`src/rtl/vreg_seq_pkg.sv`:
```
package vreg_seq_pkg;

  typedef enum logic [2:0] {
    ST_OFF   = 3'd0,
    ST_BIAS  = 3'd1,
    ST_READY = 3'd2,
    ST_SOFT  = 3'd3,
    ST_RUN   = 3'd4
  } seq_state_t;

  // Saturating upward move: never goes past the goal.
  function automatic logic [6:0] climb_toward(input logic [6:0] cur,
                                              input logic [6:0] goal,
                                              input logic [6:0] step);
    logic [6:0] gap;
    gap = goal - cur;
    if (gap <= step) return goal;
    return cur + step;
  endfunction

endpackage

```
`src/rtl/vreg_seq_fsm.sv`:
```
module vreg_seq_fsm
  import vreg_seq_pkg::*;
#(
  parameter int BIAS_US = 100,
  parameter int SOFT_US = 800
) (
  input  logic clk,
  input  logic rst,
  input  logic tick_us,
  input  logic en_pin,
  input  logic reg_en,
  output logic bias_ready,
  output logic sw_en,
  output logic ss_done,
  output logic capture_sel
);

  localparam int MAX_US = (BIAS_US > SOFT_US) ? BIAS_US : SOFT_US;
  localparam int CNT_W  = $clog2(MAX_US + 1);
  localparam logic [CNT_W-1:0] BIAS_LAST = CNT_W'(BIAS_US - 1);
  localparam logic [CNT_W-1:0] SOFT_LAST = CNT_W'(SOFT_US - 1);

  seq_state_t      state_q, state_d;
  logic [CNT_W-1:0] cnt_q, cnt_d;

  always_comb begin
    state_d = state_q;
    cnt_d   = cnt_q;
    if (!en_pin) begin
      state_d = ST_OFF;
      cnt_d   = '0;
    end else begin
      unique case (state_q)
        ST_OFF: begin
          state_d = ST_BIAS;
          cnt_d   = '0;
        end
        ST_BIAS: begin
          if (tick_us) begin
            if (cnt_q == BIAS_LAST) begin
              state_d = ST_READY;
              cnt_d   = '0;
            end else begin
              cnt_d = cnt_q + 1'b1;
            end
          end
        end
        ST_READY: begin
          if (reg_en) begin
            state_d = ST_SOFT;
            cnt_d   = '0;
          end
        end
        ST_SOFT: begin
          if (!reg_en) begin
            state_d = ST_READY;
            cnt_d   = '0;
          end else if (tick_us) begin
            if (cnt_q == SOFT_LAST) begin
              state_d = ST_RUN;
              cnt_d   = '0;
            end else begin
              cnt_d = cnt_q + 1'b1;
            end
          end
        end
        ST_RUN: begin
          if (!reg_en) state_d = ST_READY;
        end
        default: begin
          state_d = ST_OFF;
          cnt_d   = '0;
        end
      endcase
    end
  end

  always_ff @(posedge clk) begin
    if (rst) begin
      state_q <= ST_OFF;
      cnt_q   <= '0;
    end else begin
      state_q <= state_d;
      cnt_q   <= cnt_d;
    end
  end

  assign bias_ready  = (state_q == ST_READY) || (state_q == ST_SOFT) || (state_q == ST_RUN);
  assign sw_en       = (state_q == ST_SOFT) || (state_q == ST_RUN);
  assign ss_done     = (state_q == ST_RUN);
  // Pulse on the edge that enters BIAS or SOFT: capture the select level.
  assign capture_sel = ((state_q == ST_OFF) && (state_d == ST_BIAS)) ||
                       ((state_q != ST_SOFT) && (state_d == ST_SOFT));

endmodule

```
`src/rtl/vreg_seq_sel.sv`:
```
module vreg_seq_sel #(
  parameter int CODE_W = 7
) (
  input  logic              clk,
  input  logic              rst,
  input  logic              capture_sel,
  input  logic              live_ok,
  input  logic              sel_pin,
  input  logic [CODE_W-1:0] code_lo,
  input  logic [CODE_W-1:0] code_hi,
  output logic [CODE_W-1:0] target
);

  logic sel_hold_q;
  logic sel_eff;
  logic [CODE_W-1:0] target_d;

  always_ff @(posedge clk) begin
    if (rst)              sel_hold_q <= 1'b0;
    else if (capture_sel) sel_hold_q <= sel_pin;
  end

  assign sel_eff = live_ok ? sel_pin : sel_hold_q;

  for (genvar b = 0; b < CODE_W; b++) begin : g_mux
    assign target_d[b] = sel_eff ? code_hi[b] : code_lo[b];
  end

  always_ff @(posedge clk) begin
    if (rst) target <= '0;
    else     target <= target_d;
  end

endmodule

```
`src/rtl/vreg_seq_ramp.sv`:
```
module vreg_seq_ramp
  import vreg_seq_pkg::*;
#(
  parameter int CODE_W        = 7,
  parameter int UP_SLOW_STEP  = 1,
  parameter int UP_FAST_STEP  = 2,
  parameter int DN_SLOW_TICKS = 4,
  parameter int DN_FAST_TICKS = 2
) (
  input  logic              clk,
  input  logic              rst,
  input  logic              active,
  input  logic              tick_us,
  input  logic              up_fast,
  input  logic              dn_fast,
  input  logic [CODE_W-1:0] target,
  output logic [CODE_W-1:0] vcode
);

  localparam int DN_MAX = (DN_SLOW_TICKS > DN_FAST_TICKS) ? DN_SLOW_TICKS : DN_FAST_TICKS;
  localparam int DIV_W  = $clog2(DN_MAX + 1);
  localparam logic [DIV_W-1:0] DN_SLOW_LAST = DIV_W'(DN_SLOW_TICKS - 1);
  localparam logic [DIV_W-1:0] DN_FAST_LAST = DIV_W'(DN_FAST_TICKS - 1);

  logic [DIV_W-1:0]  div_q;
  logic [DIV_W-1:0]  div_last;
  logic [CODE_W-1:0] up_step;

  assign div_last = dn_fast ? DN_FAST_LAST : DN_SLOW_LAST;
  assign up_step  = up_fast ? CODE_W'(UP_FAST_STEP) : CODE_W'(UP_SLOW_STEP);

  always_ff @(posedge clk) begin
    if (rst || !active) begin
      vcode <= '0;
      div_q <= '0;
    end else if (tick_us) begin
      if (vcode < target) begin
        vcode <= climb_toward(vcode, target, up_step);
        div_q <= '0;
      end else if (vcode > target) begin
        if (div_q >= div_last) begin
          vcode <= vcode - 1'b1;
          div_q <= '0;
        end else begin
          div_q <= div_q + 1'b1;
        end
      end else begin
        div_q <= '0;
      end
    end
  end

endmodule

```
`src/rtl/vreg_seq_top.sv`:
```
module vreg_seq_top #(
  parameter int BIAS_US       = 100,
  parameter int SOFT_US       = 800,
  parameter int UP_SLOW_STEP  = 1,
  parameter int UP_FAST_STEP  = 2,
  parameter int DN_SLOW_TICKS = 4,
  parameter int DN_FAST_TICKS = 2
) (
  input  logic       clk,
  input  logic       rst,
  input  logic       tick_us,
  input  logic       en_pin,
  input  logic       reg_en,
  input  logic       sel_pin,
  input  logic [6:0] code_lo,
  input  logic [6:0] code_hi,
  input  logic       up_fast,
  input  logic       dn_fast,
  input  logic       dis_en,
  output logic       bias_ready,
  output logic       sw_en,
  output logic       ss_done,
  output logic       dis_on,
  output logic [6:0] vcode
);

  localparam int CODE_W = 7;

  logic              capture_sel;
  logic [CODE_W-1:0] target_code;

  vreg_seq_fsm #(
    .BIAS_US(BIAS_US),
    .SOFT_US(SOFT_US)
  ) u_fsm (
    .clk        (clk),
    .rst        (rst),
    .tick_us    (tick_us),
    .en_pin     (en_pin),
    .reg_en     (reg_en),
    .bias_ready (bias_ready),
    .sw_en      (sw_en),
    .ss_done    (ss_done),
    .capture_sel(capture_sel)
  );

  vreg_seq_sel #(
    .CODE_W(CODE_W)
  ) u_sel (
    .clk        (clk),
    .rst        (rst),
    .capture_sel(capture_sel),
    .live_ok    (ss_done),
    .sel_pin    (sel_pin),
    .code_lo    (code_lo),
    .code_hi    (code_hi),
    .target     (target_code)
  );

  vreg_seq_ramp #(
    .CODE_W       (CODE_W),
    .UP_SLOW_STEP (UP_SLOW_STEP),
    .UP_FAST_STEP (UP_FAST_STEP),
    .DN_SLOW_TICKS(DN_SLOW_TICKS),
    .DN_FAST_TICKS(DN_FAST_TICKS)
  ) u_ramp (
    .clk    (clk),
    .rst    (rst),
    .active (sw_en),
    .tick_us(tick_us),
    .up_fast(up_fast),
    .dn_fast(dn_fast),
    .target (target_code),
    .vcode  (vcode)
  );

  assign dis_on = dis_en && !sw_en;

endmodule

```
`config.mk`:
```
export PLATFORM = sky130hd
export DESIGN_NAME = vreg_seq_top
export DESIGN_NICKNAME = d
export VERILOG_FILES = /design/src/rtl/vreg_seq_pkg.sv /design/src/rtl/vreg_seq_fsm.sv /design/src/rtl/vreg_seq_sel.sv /design/src/rtl/vreg_seq_ramp.sv /design/src/rtl/vreg_seq_top.sv
export SDC_FILE = /design/constraint.sdc
export NUM_CORES = 1
export LEC_CHECK = 0
export BUFFER_PORTS_ARGS = -buffer_cell sky130_fd_sc_hd__buf_2
export CORE_UTILIZATION = 53
export CTS_CLUSTER_SIZE = 20
export DETAILED_ROUTE_END_ITERATION = 6
export GPL_TIMING_DRIVEN = 0
export PLACE_DENSITY = 0.83
export SLEW_MARGIN = 20
export SYNTH_ARGS = -nofsm -noshare
export SYNTH_HDL_FRONTEND = slang
export SYNTH_SLANG_ARGS = --single-unit
```
`constraint.sdc`:
```
create_clock -name clk -period 3.2 [get_ports clk]
set_clock_uncertainty 0.05 [all_clocks]
set_input_delay 0.32 -clock clk [delete_from_list [all_inputs] [get_ports clk]]
set_output_delay 0.32 -clock clk [all_outputs]
set_load 0.005 [all_outputs]
```
==> impl_metrics.env, run 1 <==
export IMPL_r2r_cells=12
export IMPL_coreArea_um2=4060
export IMPL_fin_area_um2=2610
export IMPL_cp_arrival_ns=3.15
export IMPL_synth_edf_count=0
export IMPL_synth_top_area_share_pct=27.4
export IMPL_r2r_start="u_sel.target[0]"
export IMPL_cp_max_fo=3
export IMPL_drc=0
export IMPL_routed_wl_um=5130
export IMPL_min_path_cells=3
export IMPL_clockBufferDepth=2
export IMPL_synth_fp_nets=321
export IMPL_relSlewSlack_pct=46.5
export IMPL_hold_end="u_sel.target[3]"
export IMPL_worst_pin_slew_ns=0.796
export IMPL_diodes=0
export IMPL_p_leak_nw=1.09
export IMPL_grt_max_degree=12
export IMPL_root_buffer="clkbuf_8"
export IMPL_cts_buffers=5
export IMPL_period_share_pct=94.1
export IMPL_grt_pass1_wl_um=8520
export IMPL_die_w_um=67.3
export IMPL_reg2reg_to="u_ramp.vcode[6]"
export IMPL_io_pin_count=34
export IMPL_grt_ovfl_total=0
export IMPL_n_fill_cell=362
export IMPL_syn_avg_cell_area_um2=8.05
export IMPL_start_kind="flip-flop"
export IMPL_cts_sinks=31
export IMPL_period_minus_slack_ns=3.01
export IMPL_drv_slew=0
export IMPL_portBuffers=32
export IMPL_synth_seq_cells=31
export IMPL_max_vdd_ir_drop_mv=0.269
export IMPL_vias_per_cell=5.97
export IMPL_routabilityCongestion=0.865
export IMPL_tritoncts="yes"
export IMPL_crit_cells=12
export IMPL_ys_async_sr_fraction_pct=0
export IMPL_yosys_warnings=0
export IMPL_cpLargestDelayFamily="compound AO/OA/AOI/OAI gates"
export IMPL_critPathKind="reg2reg"
export IMPL_reg2reg_slack_ns=0.19
export IMPL_drt_initial_drc_count=235
export IMPL_clk_pin_slew_worst_paths_ns=0.07
export IMPL_syn_to_final_growth_pct=15.3
export IMPL_antenna_found_initial=0
export IMPL_crit_chain="inv_1 > ha_1 > inv_1 > fa_1 > ha_1 > nor2b_1 > o21ai_2 > o2111ai_2 > a2111oi_4 > mux2i_1 > nand2_1 > a32o_1"
export IMPL_drv_cap=0
export IMPL_placementRows=23
export IMPL_min_from="code_hi[3]"
export IMPL_final_hold_violation_count=0
export IMPL_clk_latency_ns=0.29
export IMPL_initial_core_util_pct=55.7
export IMPL_vias=2214
export IMPL_dieArea_um2=4530
export IMPL_cpMaxStageDelayCell="fa_1"
export IMPL_cp_required_ns=3.34
export IMPL_final_setup_tns_ns=0
export IMPL_yosys_top_cells_area="dfxtp_1, ha_1, mux2i_1, nor2_1, xnor2_1"
export IMPL_cp_num_buf_inv=2
export IMPL_syn_area_um2=2260
export IMPL_synth_seq_area_share_pct=27.4
export IMPL_drive_gt1_share_pct=17.4
export IMPL_ys_flop_type="dfxtp_1"
export IMPL_ant_nets=0
export IMPL_min_path_type="in2reg"
export IMPL_syn_inst=281
export IMPL_post_cts_buffers=0
export IMPL_wl_per_cell_um=13.8
export IMPL_status="completed"
export IMPL_grt_pass1_vias=1924
export IMPL_ys_types=57
export IMPL_synth_commonest_cells="dfxtp_1, nor2_1, nand2_1"
export IMPL_power_density_nw_per_um2=369
export IMPL_finalSetupViolCount=0
export IMPL_dr_pass1_iters=5
export IMPL_fp_dieH_um=67.3
export IMPL_crit_path_end_kind="flip-flop"
export IMPL_crit_path_max_incr_delay_ns=0.41
export IMPL_nets=360
export IMPL_track_usage_pct=25.1
export IMPL_yosys_area_top_type="dfxtp_1"
export IMPL_hpwl_um=4000
export IMPL_placedInstanceArea_um2=2480
export IMPL_cts_htree_levels=2
export IMPL_rsz0062_at_grt="false"
export IMPL_max_freq_mhz=332
==> per-layer routing <==
layer  vias up  GRT usage, %  wire, um
met5         -             0         0
met2        91          39.5      2390
met3        13          4.90       380
met1      1008          33.6      2270
met4         0          9.57        88
li1       1102             -         -
==> where the power goes <==
| group | total (mW) | internal (mW) | switching (mW) |
|---|---|---|---|
| clock | 0.388 | 0.232 | 0.157 |
| sequential | 0.400 | 0.394 | 0.00629 |
| combinational | 0.175 | 0.0774 | 0.0971 |
==> how the worst max path moves through the flow <==
| stage | startpoint | endpoint | slack, ns |
|---|---|---|---|
| after global placement | u_ramp.vcode[0] | u_ramp.vcode[6] | 0.04 |
| after detailed placement | u_ramp.vcode[0] | u_ramp.vcode[6] | -0.05 |
| after floorplan | u_ramp.vcode[0] | u_ramp.vcode[6] | 0.31 |
| after global routing | u_sel.target[0] | u_ramp.vcode[6] | 0.03 |
| after CTS | u_ramp.vcode[0] | u_ramp.vcode[6] | 0.07 |
| final | u_sel.target[0] | u_ramp.vcode[6] | 0.19 |
==> worst min-delay path: stages <==
cell and delay [ns]:
buf_2 0.07, mux2i_1 0.05, nor2_1 0.07
==> registers in the layout (all words and copies together) (netlist names) <==
name              cells
u_ramp.div_q          3
u_fsm.cnt_q          10
u_fsm.state_q         3
u_ramp.vcode          7
u_sel.target          7
u_sel.sel_hold_q      1
==> cell usage in the layout (no fill, tap or decap), types with 2 or more instances in the layout <==
cell,instances
inv_2,3
nor3_1,8
nor2b_1,5
nor2_1,31
xor2_1,6
a32oi_1,2
buf_2,33
fa_1,2
and2_1,3
o21ai_0,12
nand3_1,11
and3_1,7
nand2_1,23
clkbuf_8,5
dfxtp_1,30
or3_1,3
o21ai_2,2
mux2i_1,13
nand4_1,7
a31oi_1,6
a21oi_1,15
a21o_1,2
a32o_1,2
clkbuf_1,8
inv_1,15
nor3b_1,2
xnor2_1,10
nand2b_1,3
o22ai_1,2
o311a_1,2
nor4_1,2
ha_1,15
==> per-stage QoR <==
step	instances	power, mW	setup WS (ns)	hold WS, ns	utilization (%)
finish	371	0.963	0.189	0.207	64.3
global route	371	1.01	0.0317	0.227	64.3
CTS	371	0.965	0.0669	0.206	64.0
detailed placement	363	0.579	-0.0455	0.418	61.2
global placement	363	0.575	0.0386	0.408	61.2
floorplan	281	0.535	0.315	0.359	-
==> cells by family after synthesis <==
logic type               Yosys count  synth area share [%]
multiplexers                      14                  6.36
AO/OA/AOI/OAI                     63                  19.9
XOR/XNOR                          16                  6.20
AND/OR/NAND/NOR                  112                  25.0
adder cells (fa/ha/maj)           17                  10.1
buffers and inverters             28                  5.04
flip-flops                        31                  27.4
==> what timing repair did <==
item                       4_1_cts  5_1_grt
pin swaps                        1        1
setup endpoints to repair        1        6
hold buffers                     0        0
resized for setup                0        4
==> area by class of cell <==
type / count / area (um2) / area share, %
plain buffers: 10 / 46.3 / 1.78
clock buffers: 5 / 68.8 / 2.64
clock inverters: 3 / 43.8 / 1.68
inverters: 18 / 67.6 / 2.59
multi-input cells: 222 / 1540 / 58.9
flip-flops and latches: 31 / 622 / 23.8
well taps: 50 / 62.6 / 2.40
repair buffers: 32 / 160 / 6.14
Power figures use the tool's default switching activity.
==> run 2: changes to the inputs <==
--- a/config.mk
+++ b/config.mk
@@ -6,11 +6,11 @@
 export NUM_CORES = 1
 export LEC_CHECK = 0
 export BUFFER_PORTS_ARGS = -buffer_cell sky130_fd_sc_hd__buf_2
-export CORE_UTILIZATION = 53
+export CORE_UTILIZATION = 55
 export CTS_CLUSTER_SIZE = 20
 export DETAILED_ROUTE_END_ITERATION = 6
 export GPL_TIMING_DRIVEN = 0
-export PLACE_DENSITY = 0.83
+export PLACE_DENSITY = 0.85
 export SLEW_MARGIN = 20
 export SYNTH_ARGS = -nofsm -noshare
 export SYNTH_HDL_FRONTEND = slang
==> run 2 against run 1 <==
Net effect:
- routed wire length is 3.3% higher
- critical path depth is 1 higher
- die area is 3.5% lower
- count of clock-buffer cells in the layout is 1 higher
- final cell count is 0.54% lower
- utilization is 4.4 points higher
- flip-flop and latch count stayed put
- global-route usage is 1.4 points higher
- combinational power is 2% higher
- final area hardly changed
- critical path type unchanged
- critical endpoint is now u_ramp.vcode[1]
- largest cell class unchanged
==> impl_metrics.env, run 2 (synthesized netlist as in run 1, its figures left out) <==
export IMPL_crit_path_end_kind="flip-flop"
export IMPL_max_freq_mhz=332
export IMPL_clk_latency_ns=0.28
export IMPL_n_fill_cell=312
export IMPL_io_pin_count=34
export IMPL_max_vdd_ir_drop_mv=0.351
export IMPL_wl_per_cell_um=14.4
export IMPL_drt_initial_drc_count=226
export IMPL_die_w_um=66.1
export IMPL_reg2reg_slack_ns=0.19
export IMPL_cp_startpoint="u_sel.target[0]"
export IMPL_rsz0062_at_grt="false"
export IMPL_critPathKind="reg2reg"
export IMPL_clk_pin_slew_worst_paths_ns=0.07
export IMPL_power_density_nw_per_um2=375
export IMPL_r2r_start="u_sel.target[0]"
export IMPL_vias=2226
export IMPL_p_leak_nw=1.10
export IMPL_min_from="code_hi[3]"
export IMPL_grt_max_degree=11
export IMPL_grt_pass1_vias=2061
export IMPL_final_setup_tns_ns=0
export IMPL_portBuffers=32
export IMPL_relSlewSlack_pct=46.8
export IMPL_placementRows=22
export IMPL_cts_hold_buf=0
export IMPL_period_minus_slack_ns=3.01
export IMPL_root_buffer="clkbuf_8"
export IMPL_grt_ovfl_total=0
export IMPL_final_util_pct=68.7
export IMPL_track_usage_pct=26.5
export IMPL_top_register="u_fsm.cnt_q"
export IMPL_vias_per_cell=6.03
export IMPL_cts_htree_levels=2
export IMPL_final_hold_violation_count=0
export IMPL_drv_cap=0
export IMPL_reg2reg_to="u_ramp.vcode[1]"
export IMPL_routed_wl_um=5300
export IMPL_reg_top3="u_fsm.cnt_q: 10 flops, u_ramp.vcode: 7 flops, u_sel.target: 7 flops"
export IMPL_coreArea_um2=3800
export IMPL_grt_pass1_wl_um=8810
export IMPL_clockBufferDepth=2
export IMPL_min_path_type="in2reg"
export IMPL_tritoncts="yes"
export IMPL_ant_nets=0
export IMPL_cts_buffers=5
export IMPL_layout_commonest_cell="buf_2"
export IMPL_drive_gt1_share_pct=17.4
export IMPL_cp_max_fo=10
export IMPL_antenna_found_initial=0
export IMPL_syn_to_final_growth_pct=15.4
export IMPL_initial_core_util_pct=59.5
export IMPL_start_kind="flip-flop"
export IMPL_status="completed"
export IMPL_dieArea_um2=4370
export IMPL_worst_pin_slew_ns=0.791
export IMPL_cts_sinks=31
export IMPL_period_share_pct=94.1
export IMPL_drc=0
export IMPL_routabilityCongestion=0.862
export IMPL_largest_reg_flops=10
export IMPL_endpoint="u_ramp.vcode[1]"
export IMPL_drv_slew=0
export IMPL_hpwl_um=4100
export IMPL_r2r_cells=13
export IMPL_finalSetupViolCount=0
export IMPL_cp_arrival_ns=3.10
export IMPL_mostFrequentLayoutCells="buf_2, nor2_1, dfxtp_1"
export IMPL_post_cts_buffers=0
export IMPL_nets=360
export IMPL_diodes=0
export IMPL_cp_required_ns=3.29
export IMPL_dr_pass1_iters=4
export IMPL_fp_dieH_um=66.1
## run 2: cell count changes in the layout (fill, tap and decap cells not counted), sizes merged
cell | previous run | this run
clkbuf | 13 | 14
clkinv | 2 | 1
## run 2: where the power goes
group	internal [mW]	switching (mW)	leakage, nW
registers	0.394	0.00680	0.253
logic	0.0777	0.101	0.783
clock network	0.252	0.147	0.0612
## run 2: layer usage
metal  GRT usage [%]  up-vias  share of wire [%]  routed length, um
met5               0        -                  0                  0
met4            8.24        0                1.3                 68
met3            4.83       10                7.0                372
met2            45.2      100                 47               2480
met1            33.7     1026                 45               2390
li1                -     1090                  -                  -
## run 2: timing repair
| item | CTS | global route |
|---|---|---|
| gates resized for setup | 0 | 4 |
| setup endpoints to repair | 4 | 6 |
| pin swaps | 1 | 1 |
## run 2: area by class of cell
| cell class | instances | area (um2) | share of cell area, % |
|---|---|---|---|
| clock inverter | 2 | 35.0 | 1.34 |
| buffer | 10 | 46.3 | 1.77 |
| multi-input combinational | 222 | 1540 | 58.9 |
| timing repair buffer | 32 | 160 | 6.14 |
| clock buffer | 6 | 82.6 | 3.16 |
| tap | 48 | 60.1 | 2.30 |
| sequential | 31 | 622 | 23.8 |
| inverter | 18 | 67.6 | 2.59 |
## run 2: worst min-delay path by stage
stage | cells past startpoint | end | slack (ns)
6_report | 3 | u_sel.target[3] | 0.22
5_1_grt | 2 | u_fsm.cnt_q[9] | 0.24
4_1_cts | 3 | u_sel.target[3] | 0.22
3_5_place_dp | 2 | u_ramp.div_q[2] | 0.43
3_3_place_gp | 2 | u_ramp.div_q[2] | 0.41
2_1_floorplan | 1 | u_fsm.cnt_q[9] | 0.36
## run 2: worst max-delay path, cell delays in order (launching register included)
cell and delay, ns:
dfxtp_1 0.37, inv_1 0.06, ha_1 0.21, inv_1 0.07
fa_1 0.41, ha_1 0.29, nor2b_1 0.14, o21ai_2 0.15
o2111ai_2 0.17, a2111oi_4 0.40, buf_6 0.20, nor3_1 0.05
a31oi_1 0.19, a31oi_1 0.12
## run 2: stage by stage
stage / std cells / instance area (um2) / setup WS (ns) / power [mW] / hold WS, ns
2_1_floorplan: 281 / 2260 / 0.315 / 0.535 / 0.359
3_3_place_gp: 361 / 2480 / 0.0328 / 0.573 / 0.408
3_5_place_dp: 361 / 2480 / -0.0237 / 0.581 / 0.429
4_1_cts: 369 / 2600 / 0.0650 / 0.981 / 0.219
5_1_grt: 369 / 2610 / 0.0141 / 1.02 / 0.238
6_report: 369 / 2610 / 0.187 / 0.979 / 0.221
